--- config.mk ---
export PLATFORM = sky130hd
export DESIGN_NAME = rst_boot_seq
export DESIGN_NICKNAME = d
export VERILOG_FILES = /design/src/rtl/rst_boot_pkg.sv /design/src/rtl/rst_sync.sv /design/src/rtl/strap_latch.sv /design/src/rtl/rst_boot_fsm.sv /design/src/rtl/rst_boot_seq.sv
export SDC_FILE = /design/constraint.sdc
export NUM_CORES = 1
export LEC_CHECK = 0
export BUFFER_PORTS_ARGS = -buffer_cell sky130_fd_sc_hd__buf_4
export CAP_MARGIN = 0
export CORE_AREA = 3 3 52 54
export CTS_CLUSTER_SIZE = 25
export DETAILED_ROUTE_END_ITERATION = 16
export DIE_AREA = 0 0 55 57
export PLACE_DENSITY = 0.64
export SYNTH_ARGS = -nofsm -noshare
export SYNTH_HDL_FRONTEND = slang
export SYNTH_HIERARCHICAL = 1
export SYNTH_SLANG_ARGS = --single-unit
--- constraint.sdc ---
create_clock -name clk -period 1.3 [get_ports clk]
set_clock_uncertainty 0.15 [all_clocks]
set_input_delay 0.13 -clock clk [delete_from_list [all_inputs] [get_ports clk]]
set_output_delay 0.13 -clock clk [all_outputs]
set_load 0.05 [all_outputs]
--- src/rtl/rst_boot_pkg.sv ---
package rst_boot_pkg;

    typedef enum logic [2:0] {
        ST_SAMPLE,
        ST_DECODE,
        ST_HALT,
        ST_EELOAD,
        ST_RUN,
        ST_FAULT
    } seq_state_e;

    typedef enum logic [1:0] {
        BOOT_PLAIN,
        BOOT_EEPROM,
        BOOT_BAD
    } boot_kind_e;

    typedef struct packed {
        logic       halt;
        boot_kind_e kind;
        logic       merge;
        logic       slow;
    } strap_cfg_t;

endpackage

--- src/rtl/rst_sync.sv ---
module rst_sync #(
    parameter int unsigned STAGES = 2
) (
    input  logic clk,
    input  logic arst_n,
    output logic srst_n
);

    logic [STAGES-1:0] chain_q;

    always_ff @(posedge clk or negedge arst_n) begin
        if (!arst_n) begin
            chain_q <= '0;
        end else begin
            chain_q <= {chain_q[STAGES-2:0], 1'b1};
        end
    end

    assign srst_n = chain_q[STAGES-1];


    sync_rise_chk: assert property (@(posedge clk) disable iff (!arst_n)
        $rose(srst_n) |-> $past(arst_n));

endmodule

--- src/rtl/strap_latch.sv ---
module strap_latch
    import rst_boot_pkg::*;
#(
    parameter int unsigned MODE_W = 3
) (
    input  logic              clk,
    input  logic              rst_n,
    input  logic              capture,
    input  logic              strap_halt,
    input  logic [MODE_W-1:0] strap_mode,
    input  logic              strap_merge_n,
    input  logic              strap_slow,
    output strap_cfg_t        cfg,
    output logic              cfg_valid
);

    localparam logic [MODE_W-1:0] CODE_PLAIN  = MODE_W'(0);
    localparam logic [MODE_W-1:0] CODE_EEPROM = MODE_W'(1);

    strap_cfg_t cfg_q;
    logic       valid_q;
    boot_kind_e kind_dec;

    always_comb begin
        if (strap_mode == CODE_PLAIN) begin
            kind_dec = BOOT_PLAIN;
        end else if (strap_mode == CODE_EEPROM) begin
            kind_dec = BOOT_EEPROM;
        end else begin
            kind_dec = BOOT_BAD;
        end
    end

    always_ff @(posedge clk or negedge rst_n) begin
        if (!rst_n) begin
            cfg_q   <= '{halt: 1'b0, kind: BOOT_PLAIN, merge: 1'b0, slow: 1'b0};
            valid_q <= 1'b0;
        end else if (capture && !valid_q) begin
            cfg_q.halt  <= strap_halt;
            cfg_q.kind  <= kind_dec;
            cfg_q.merge <= ~strap_merge_n;
            cfg_q.slow  <= strap_slow;
            valid_q     <= 1'b1;
        end
    end

    assign cfg       = cfg_q;
    assign cfg_valid = valid_q;


    cfg_hold_chk: assert property (@(posedge clk) disable iff (!rst_n)
        valid_q |=> $stable(cfg_q));

endmodule

--- src/rtl/rst_boot_fsm.sv ---
module rst_boot_fsm
    import rst_boot_pkg::*;
#(
    parameter int unsigned SETTLE_CYCLES = 8,
    parameter int unsigned ADDR_W        = 4,
    parameter int unsigned DATA_W        = 8,
    parameter int unsigned CTL_ADDR      = 2,
    parameter int unsigned HALT_POS      = 0
) (
    input  logic              clk,
    input  logic              rst_n,
    input  strap_cfg_t        cfg,
    input  logic              cfg_valid,
    input  logic              ee_done,
    input  logic              reg_wr_en,
    input  logic [ADDR_W-1:0] reg_wr_addr,
    input  logic [DATA_W-1:0] reg_wr_data,
    output logic              capture,
    output logic              core_rst_n,
    output logic              mgmt_bus_en,
    output logic              ee_load_req,
    output logic              mode_err
);

    localparam int unsigned       CNT_W       = $clog2(SETTLE_CYCLES + 1);
    localparam logic [CNT_W-1:0]  SETTLE_LAST = CNT_W'(SETTLE_CYCLES - 1);
    localparam logic [DATA_W-1:0] HALT_MASK   = DATA_W'(1) << HALT_POS;

    seq_state_e       state_q, state_d;
    logic [CNT_W-1:0] cnt_q;
    logic             halt_bit;
    logic             wr_ok;

    assign capture = (state_q == ST_SAMPLE) && (cnt_q == SETTLE_LAST);
    assign wr_ok   = reg_wr_en && mgmt_bus_en
                  && (reg_wr_addr == ADDR_W'(CTL_ADDR))
                  && ((reg_wr_data & ~HALT_MASK) == '0);

    always_ff @(posedge clk or negedge rst_n) begin
        if (!rst_n) begin
            state_q  <= ST_SAMPLE;
            cnt_q    <= '0;
            halt_bit <= 1'b0;
        end else begin
            state_q <= state_d;
            if (state_q == ST_SAMPLE && !capture) begin
                cnt_q <= cnt_q + 1'b1;
            end
            if (state_q == ST_DECODE) begin
                halt_bit <= cfg.halt;
            end else if (wr_ok) begin
                halt_bit <= reg_wr_data[HALT_POS];
            end
        end
    end

    always_comb begin
        state_d = state_q;
        unique case (state_q)
            ST_SAMPLE: begin
                if (capture) state_d = ST_DECODE;
            end
            ST_DECODE: begin
                if (cfg_valid) begin
                    if (cfg.kind == BOOT_BAD)         state_d = ST_FAULT;
                    else if (cfg.halt)                state_d = ST_HALT;
                    else if (cfg.kind == BOOT_EEPROM) state_d = ST_EELOAD;
                    else                              state_d = ST_RUN;
                end
            end
            ST_HALT: begin
                if (!halt_bit) begin
                    state_d = (cfg.kind == BOOT_EEPROM) ? ST_EELOAD : ST_RUN;
                end
            end
            ST_EELOAD: begin
                if (ee_done) state_d = ST_RUN;
            end
            ST_RUN:   state_d = ST_RUN;
            ST_FAULT: state_d = ST_FAULT;
            default:  state_d = ST_FAULT;
        endcase
    end

    always_comb begin
        core_rst_n  = 1'b0;
        mgmt_bus_en = 1'b0;
        ee_load_req = 1'b0;
        mode_err    = 1'b0;
        unique case (state_q)
            ST_SAMPLE, ST_DECODE: ;
            ST_HALT:   mgmt_bus_en = 1'b1;
            ST_EELOAD: begin
                mgmt_bus_en = 1'b1;
                ee_load_req = 1'b1;
            end
            ST_RUN: begin
                mgmt_bus_en = 1'b1;
                core_rst_n  = 1'b1;
            end
            ST_FAULT: begin
                mgmt_bus_en = 1'b1;
                mode_err    = 1'b1;
            end
            default: ;
        endcase
    end


    halt_hold_chk: assert property (@(posedge clk) disable iff (!rst_n)
        (state_q == ST_HALT && halt_bit) |=> !core_rst_n);


    halt_src_chk: assert property (@(posedge clk) disable iff (!rst_n)
        !$stable(halt_bit) |-> $past(wr_ok || state_q == ST_DECODE));


    ee_wait_chk: assert property (@(posedge clk) disable iff (!rst_n)
        ($rose(core_rst_n) && cfg.kind == BOOT_EEPROM) |-> $past(ee_done));


    fault_sticky_chk: assert property (@(posedge clk) disable iff (!rst_n)
        mode_err |=> (mode_err && !core_rst_n));


    run_sticky_chk: assert property (@(posedge clk) disable iff (!rst_n)
        core_rst_n |=> core_rst_n);

endmodule

--- src/rtl/rst_boot_seq.sv ---
module rst_boot_seq
    import rst_boot_pkg::*;
#(
    parameter int unsigned SYNC_STAGES    = 2,
    parameter int unsigned SETTLE_CYCLES  = 8,
    parameter int unsigned MODE_W         = 3,
    parameter int unsigned ADDR_W         = 4,
    parameter int unsigned DATA_W         = 8,
    parameter int unsigned CTL_ADDR       = 2,
    parameter int unsigned HALT_POS       = 0,
    parameter int unsigned LANES_PER_PORT = 4,
    localparam int unsigned WID_W         = $clog2(2 * LANES_PER_PORT + 1)
) (
    input  logic              clk,
    input  logic              fund_rst_n,
    input  logic              strap_halt,
    input  logic [MODE_W-1:0] strap_mode,
    input  logic              strap_merge_n,
    input  logic              strap_slow,
    input  logic              ee_done,
    input  logic              reg_wr_en,
    input  logic [ADDR_W-1:0] reg_wr_addr,
    input  logic [DATA_W-1:0] reg_wr_data,
    output logic              core_rst_n,
    output logic              mgmt_bus_en,
    output logic              ee_load_req,
    output logic              mode_err,
    output logic              merge_x8,
    output logic [WID_W-1:0]  p0_width,
    output logic              smb_slow
);

    logic       rst_s_n;
    logic       capture;
    strap_cfg_t cfg;
    logic       cfg_valid;

    rst_sync #(.STAGES(SYNC_STAGES)) u_sync (
        .clk    (clk),
        .arst_n (fund_rst_n),
        .srst_n (rst_s_n)
    );

    strap_latch #(.MODE_W(MODE_W)) u_latch (
        .clk           (clk),
        .rst_n         (rst_s_n),
        .capture       (capture),
        .strap_halt    (strap_halt),
        .strap_mode    (strap_mode),
        .strap_merge_n (strap_merge_n),
        .strap_slow    (strap_slow),
        .cfg           (cfg),
        .cfg_valid     (cfg_valid)
    );

    rst_boot_fsm #(
        .SETTLE_CYCLES (SETTLE_CYCLES),
        .ADDR_W        (ADDR_W),
        .DATA_W        (DATA_W),
        .CTL_ADDR      (CTL_ADDR),
        .HALT_POS      (HALT_POS)
    ) u_fsm (
        .clk         (clk),
        .rst_n       (rst_s_n),
        .cfg         (cfg),
        .cfg_valid   (cfg_valid),
        .ee_done     (ee_done),
        .reg_wr_en   (reg_wr_en),
        .reg_wr_addr (reg_wr_addr),
        .reg_wr_data (reg_wr_data),
        .capture     (capture),
        .core_rst_n  (core_rst_n),
        .mgmt_bus_en (mgmt_bus_en),
        .ee_load_req (ee_load_req),
        .mode_err    (mode_err)
    );

    assign merge_x8 = cfg.merge;
    assign smb_slow = cfg.slow;
    assign p0_width = cfg.merge ? WID_W'(2 * LANES_PER_PORT) : WID_W'(LANES_PER_PORT);


    width_match_chk: assert property (@(posedge clk) disable iff (!rst_s_n)
        merge_x8 |-> (p0_width == WID_W'(2 * LANES_PER_PORT)));


    run_needs_bus_chk: assert property (@(posedge clk) disable iff (!rst_s_n)
        core_rst_n |-> mgmt_bus_en);

endmodule

=== Word-level counts from Yosys, hierarchy flattened ===
Cells that the tools add are included.

* Register bits after elaboration: 16
* Bits of input ports: 22
* Word-level logic and storage cells: 56

* Add/sub/neg operators: 1
* Eq/ne operators: 14
* Mux-type cells: 17
* Bitwise operators: 1
* Reductions and logical operators: 14

{| class="wikitable"
|+ Operators with widths
! operator !! count
|-
| two-way mux 3 bit || 7
|-
| case mux 3 bit (5 select lines) || 1
|-
| zero test 8 bit || 1
|-
| equality test 3 x 1 -> 1 bit, second input constant || 2
|-
| equality test 3 x 2 -> 1 bit, second input constant || 2
|-
| equality test 3 bit, second input constant || 2
|-
| logical AND 1 bit || 6
|-
| zero test 3 bit || 2
|-
| two-way mux 1 bit || 6
|-
| inequality test 2 bit, second input constant || 3
|-
| adder 4 x 1 -> 4 bit, second input constant || 1
|-
| equality test 4 x 2 -> 1 bit, second input constant || 1
|-
| equality test 4 x 3 -> 1 bit, second input constant || 1
|-
| two-way mux 2 bit || 2
|-
| two-way mux 4 bit || 1
|-
| AND reduction 4 bit || 1
|-
| OR reduction 4 bit || 1
|-
| equality test 2 x 1 -> 1 bit, second input constant || 1
|-
| equality test 2 bit, second input constant || 1
|-
| zero test 1 bit || 2
|-
| inequality test 2 x 1 -> 1 bit, second input constant || 1
|-
| nonzero test 2 bit || 1
|-
| inverter 1 bit || 1
|}

=== Logic depth before layout (Yosys ltp) ===
* Depth after elaboration: 8
* Gate-level depth with buffers: 7

=== Cells and area by module ===
Netlist, hierarchy kept.

{| class="wikitable"
|+ By module, submodules not included
! module !! instances !! cells an instance !! area an instance (um2)
|-
| rst_boot_fsm || 1 || 59 || 566.8
|-
| strap_latch || 1 || 18 || 265.3
|-
| rst_sync || 1 || 3 || 53.8
|-
| rst_boot_seq || 1 || 5 || 30.0
|}

=== Worst setup path after synthesis ===
OpenSTA, ideal clock, no wires.

* Path type: reg2reg
* Start point: reg u_fsm.state_q[1]
* End point: reg u_fsm.halt_bit
* Arrival: 1,715 ps
* Path slack: -697 ps
* Cell stages (with the launch flop): 6
* Path buffers: 1
* Cell sequence: dfrtp_1 -> buf_6 -> xor2_1 -> nand4_1 -> nand3_1 -> o211ai_1

* Cells in the longest elaborated chain, start to end: 7

{| class="wikitable"
|+ RTL lines
! element !! line !! RTL
|-
| start: declaration || rst_boot_fsm.sv:29 || <nowiki>seq_state_e state_q, state_d;</nowiki>
|-
| start signal: assignment || rst_boot_fsm.sv:45 || <nowiki>state_q <= state_d;</nowiki>
|-
| equality test 3 x 2 -> 1 bit / equality test 3 bit (equally long branches) || rst_boot_fsm.sv:90 || <nowiki>unique case (state_q)</nowiki>
|-
| OR reduction 4 bit (no line) (*) || n/a ||
|-
| two-way mux 1 bit (*) || rst_boot_fsm.sv:90 ||
|-
| via mgmt_bus_en || rst_boot_seq.sv:25 || <nowiki>output logic mgmt_bus_en,</nowiki>
|-
| logical AND 1 bit (*) || rst_boot_fsm.sv:35 || <nowiki>assign wr_ok = reg_wr_en && mgmt_bus_en</nowiki>
|-
| logical AND 1 bit (*) || rst_boot_fsm.sv:36 || <nowiki>&& (reg_wr_addr == ADDR_W'(CTL_ADDR))</nowiki>
|-
| logical AND 1 bit (*) || rst_boot_fsm.sv:37 || <nowiki>&& ((reg_wr_data & ~HALT_MASK) == '0);</nowiki>
|-
| nonzero test 2 bit (no line) (*) || n/a ||
|-
| end signal: assignment || rst_boot_fsm.sv:50 || <nowiki>halt_bit <= cfg.halt;</nowiki>
|-
| end signal: assignment || rst_boot_fsm.sv:52 || <nowiki>halt_bit <= reg_wr_data[HALT_POS];</nowiki>
|-
| end: declaration || rst_boot_fsm.sv:31 || <nowiki>logic halt_bit;</nowiki>
|}

The timed path passes the listed nets; every way through them passes the cells marked *.
A chain may end at the register's enable or synchronous reset.

=== Worst setup path in the final report ===
* Start point: reg u_fsm.state_q[2]
* End point: reg u_latch.cfg_q, in the netlist u_latch/cfg[2]

* Cells in the longest elaborated chain, start to end: 3

{| class="wikitable"
|+ RTL lines
! element !! line !! RTL
|-
| zero test 3 bit || rst_boot_fsm.sv:34 || <nowiki>assign capture = (state_q == ST_SAMPLE) && (cnt_q == SETTLE_LAST);</nowiki>
|-
| logical AND 1 bit || rst_boot_fsm.sv:34 ||
|-
| via capture || rst_boot_seq.sv:34 || <nowiki>logic capture;</nowiki>
|-
| logical AND 1 bit || strap_latch.sv:38 || <nowiki>end else if (capture && !valid_q) begin</nowiki>
|-
| end signal: assignment || strap_latch.sv:36 || <nowiki>cfg_q <= '{halt: 1'b0, kind: BOOT_PLAIN, merge: 1'b0, slow: 1'b0};</nowiki>
|-
| end: declaration || strap_latch.sv:20 || <nowiki>strap_cfg_t cfg_q;</nowiki>
|}

The timed path passes the listed nets, and every way through them passes these cells.

==> metrics <==
status=finished, violations left; violated checks=negative setup slack; Seq/Total Area, Yosys=43.7%; synth top area cells=dfrtp_1 (44%), mux2_4 (4.9%), buf_4 (3.3%); DR vias/cell=5.01; Fill cells=150; Pwr Total=0.000940 W; Power Density=536 nW/µm²; first-pass GRT wire length=4220 µm; synthesized cell area=916 µm²; Tmin final=1770 ps; final count of hold timing violations=0; clock root buffer=clkbuf_4; Hold Path Class=flip-flop to asynchronous set/reset pin; number of I/O pins=32; crit path buf inv count=0; Placer Congestion=0.835; Rows=17; cell breakdown of the critical path=nor3_4 -> nand2_2 -> nor3b_2 -> nor2b_4 -> mux2_4; gr usage total=19.1%; Critical Path Slowest Stage Cell=dfrtp_2; Max-cap violations=0; n_diodes=0; chip height=57 µm; Starting Density=40.6%; Netlist cell types=36; Layout Cells excl Fill=188; Final period util=136%; core area=2250 µm²; Net Switching=0.000202 W; Worst-path clk slew=100 ps; Switching Fraction=21.5%; Logic pwr share=11.2%; vias in the first global route=983; crit path DAT=1800 ps; detailed-route via count=942; Slew Viols, Final=0; achievable frequency=0.565 GHz; Post-Syn Instances=85; Antenna Nets Post-Route=0; CTS tree=yes; crit-path max cell delay=450 ps; routed wire length per instance=15.9 µm; Primary FF master, synth=dfrtp_1; clock power share=35.3%; Pleak=0.856 nW; Detailed Place HPWL=1720 µm; worst-case clock buffer depth=2; placed instance count=158; Yosys top cell by area=dfrtp_1; syn avg cell area=10.8 µm²; final net count=184; drt first pass iters=4; Yosys reg bits=16; sequential share of power=53.5%; grt total ovfl=0; cell family with most CP delay=simple AND/OR/NAND/NOR gates; Async SR Flop Fraction=100%; Core Util, Final=77.9%; # DRC=0; initial antenna violation count=0; initial DRC count=15; die width=55 µm; number of synthesized flops with an enable pin=0; count of final setup violators=17; Clock Latency Late Sink=290 ps; count leader, synth=dfrtp_1; Area Growth Syn to Fin=91.7%; synth warn=6; setup TNS=-6190 ps; largest net degree at the start of global routing=11; Max H-tree Level=1; share of cells above drive strength 1=63.7%; RSZ-0062 raised after global routing=true; Internal=0.000739 W; clock sink total=16; VDD IR-drop max=735 µV; cts bufs inserted=3; fin worst setup slack=-470 ps; CP endpoint kind=flip-flop; Buffers on Ports=29; commonest cells in the synthesized netlist=dfrtp_1 (16), nand2_1 (7), a21oi_1 (4), buf_4 (4), nor2_1 (4); Synth top area share=43.7%; Die Area=3140 µm²; CP required=1330 ps; CP max FO=5; WS Path Type=flip-flop to flip-flop; detailed-route wire length=2990 µm; startpoint types=flip-flop
==> layout make-up <==
cell class              count  area (µm²)  area share [%]
clock buffers               4        36.3            2.07
inverters                   4        22.5            1.28
well taps                  28        35.0            2.00
multi-input cells          60         568            32.4
repair buffers             76         692            39.4
flip-flops and latches     16         402            22.9
==> power groups by stage <==
stage / registers (W) / logic (W) / clock network [W]
global placement: 0.000516 / 0.0000792 / 0
floorplan: 0.000517 / 0.0000242 / 0
finish: 0.000503 / 0.000106 / 0.000332
global route: 0.000504 / 0.000115 / 0.000367
CTS: 0.000503 / 0.000105 / 0.000344
detailed placement: 0.000516 / 0.0000817 / 0
==> what timing repair did <==
item | in CTS | in global routing
pin swaps | 9 | 7
hold endpoints to repair | 12 | 0
setup endpoints to repair | 18 | 19
gates resized for setup | 25 | 22
buffers inserted | 11 | 6
hold buffers | 9 | 0
==> routing by layer <==
layer | part of all wire (%) | global-route usage, %
met1 | 37 | 19.8
met2 | 52 | 32.4
met3 | 7.4 | 5.48
met4 | 3.1 | 11.8
met5 | 0 | 0
==> worst reg2reg max path: cells and delay by family (launching register included) <==
family           cells  cell delay (ps)
muxes                1              320
DFF                  1              450
and+or+nand+nor      4              720
==> path summary, 6_finish.rpt <==
| kind | start | to | slack, ps | cells past startpoint |
|---|---|---|---|---|
| max in group asynchronous | u_sync/chain_q[1] | u_latch/cfg[2] | 230 | 1 |
| worst max register to register | u_fsm/state_q[2] | u_latch/cfg[2] | -470 | 5 |
| worst min-delay path | u_sync/chain_q[1] | u_fsm/cnt_q[3] | 40 | 1 |
| min in group clk | reg_wr_data[7] | u_fsm/halt_bit | 40 | 4 |
| worst max-delay path | u_fsm/state_q[2] | u_latch/cfg[2] | -470 | 5 |
| worst min register to register | u_sync/chain_q[1] | u_fsm/cnt_q[3] | 40 | 1 |
==> per-stage QoR <==
stage | area [µm²] | setup WS (ps) | hold slack, ps
5_1_grt | 1760 | -529 | 40.0
6_report | 1760 | -470 | 43.2
3_3_place_gp | 1320 | -400 | -237
2_1_floorplan | 953 | -462 | -316
3_5_place_dp | 1320 | -428 | -236
4_1_cts | 1630 | -449 | 37.3
==> layout by cell type, fill, tap and decap left out, types with 3 or more instances in the layout <==
master,synthesis,layout
buf_6,2,17
conb_1,2,3
buf_4,4,46
mux2_4,3,6
buf_8,0,3
nand2_1,7,5
dlygate4sd3_1,0,9
inv_1,3,3
dfrtp_1,16,15
clkbuf_4,0,3
==> sequential cells by signal (all words and copies together) (netlist names) <==
name,cells
u_latch/cfg_valid,1
u_fsm/cnt_q,4
u_fsm/state_q,3
u_fsm/halt_bit,1
u_latch/cfg,5
u_sync/chain_q,2
==> kinds of logic (layout without fill, tap and decap cells) <==
group / Yosys count / after routing / share of synthesized area [%]
AND/OR/NAND/NOR: 32 / 32 / 23.0
flip-flops: 16 / 16 / 43.7
AO/OA/AOI/OAI: 13 / 13 / 10.1
buffers and inverters: 10 / 84 / 7.38
multiplexers: 8 / 8 / 10.8
XOR/XNOR: 3 / 3 / 2.87
other: 2 / 3 / 0.820
adder cells (fa/ha/maj): 1 / 1 / 1.37
Note: power is estimated with default switching activity, not from simulation.
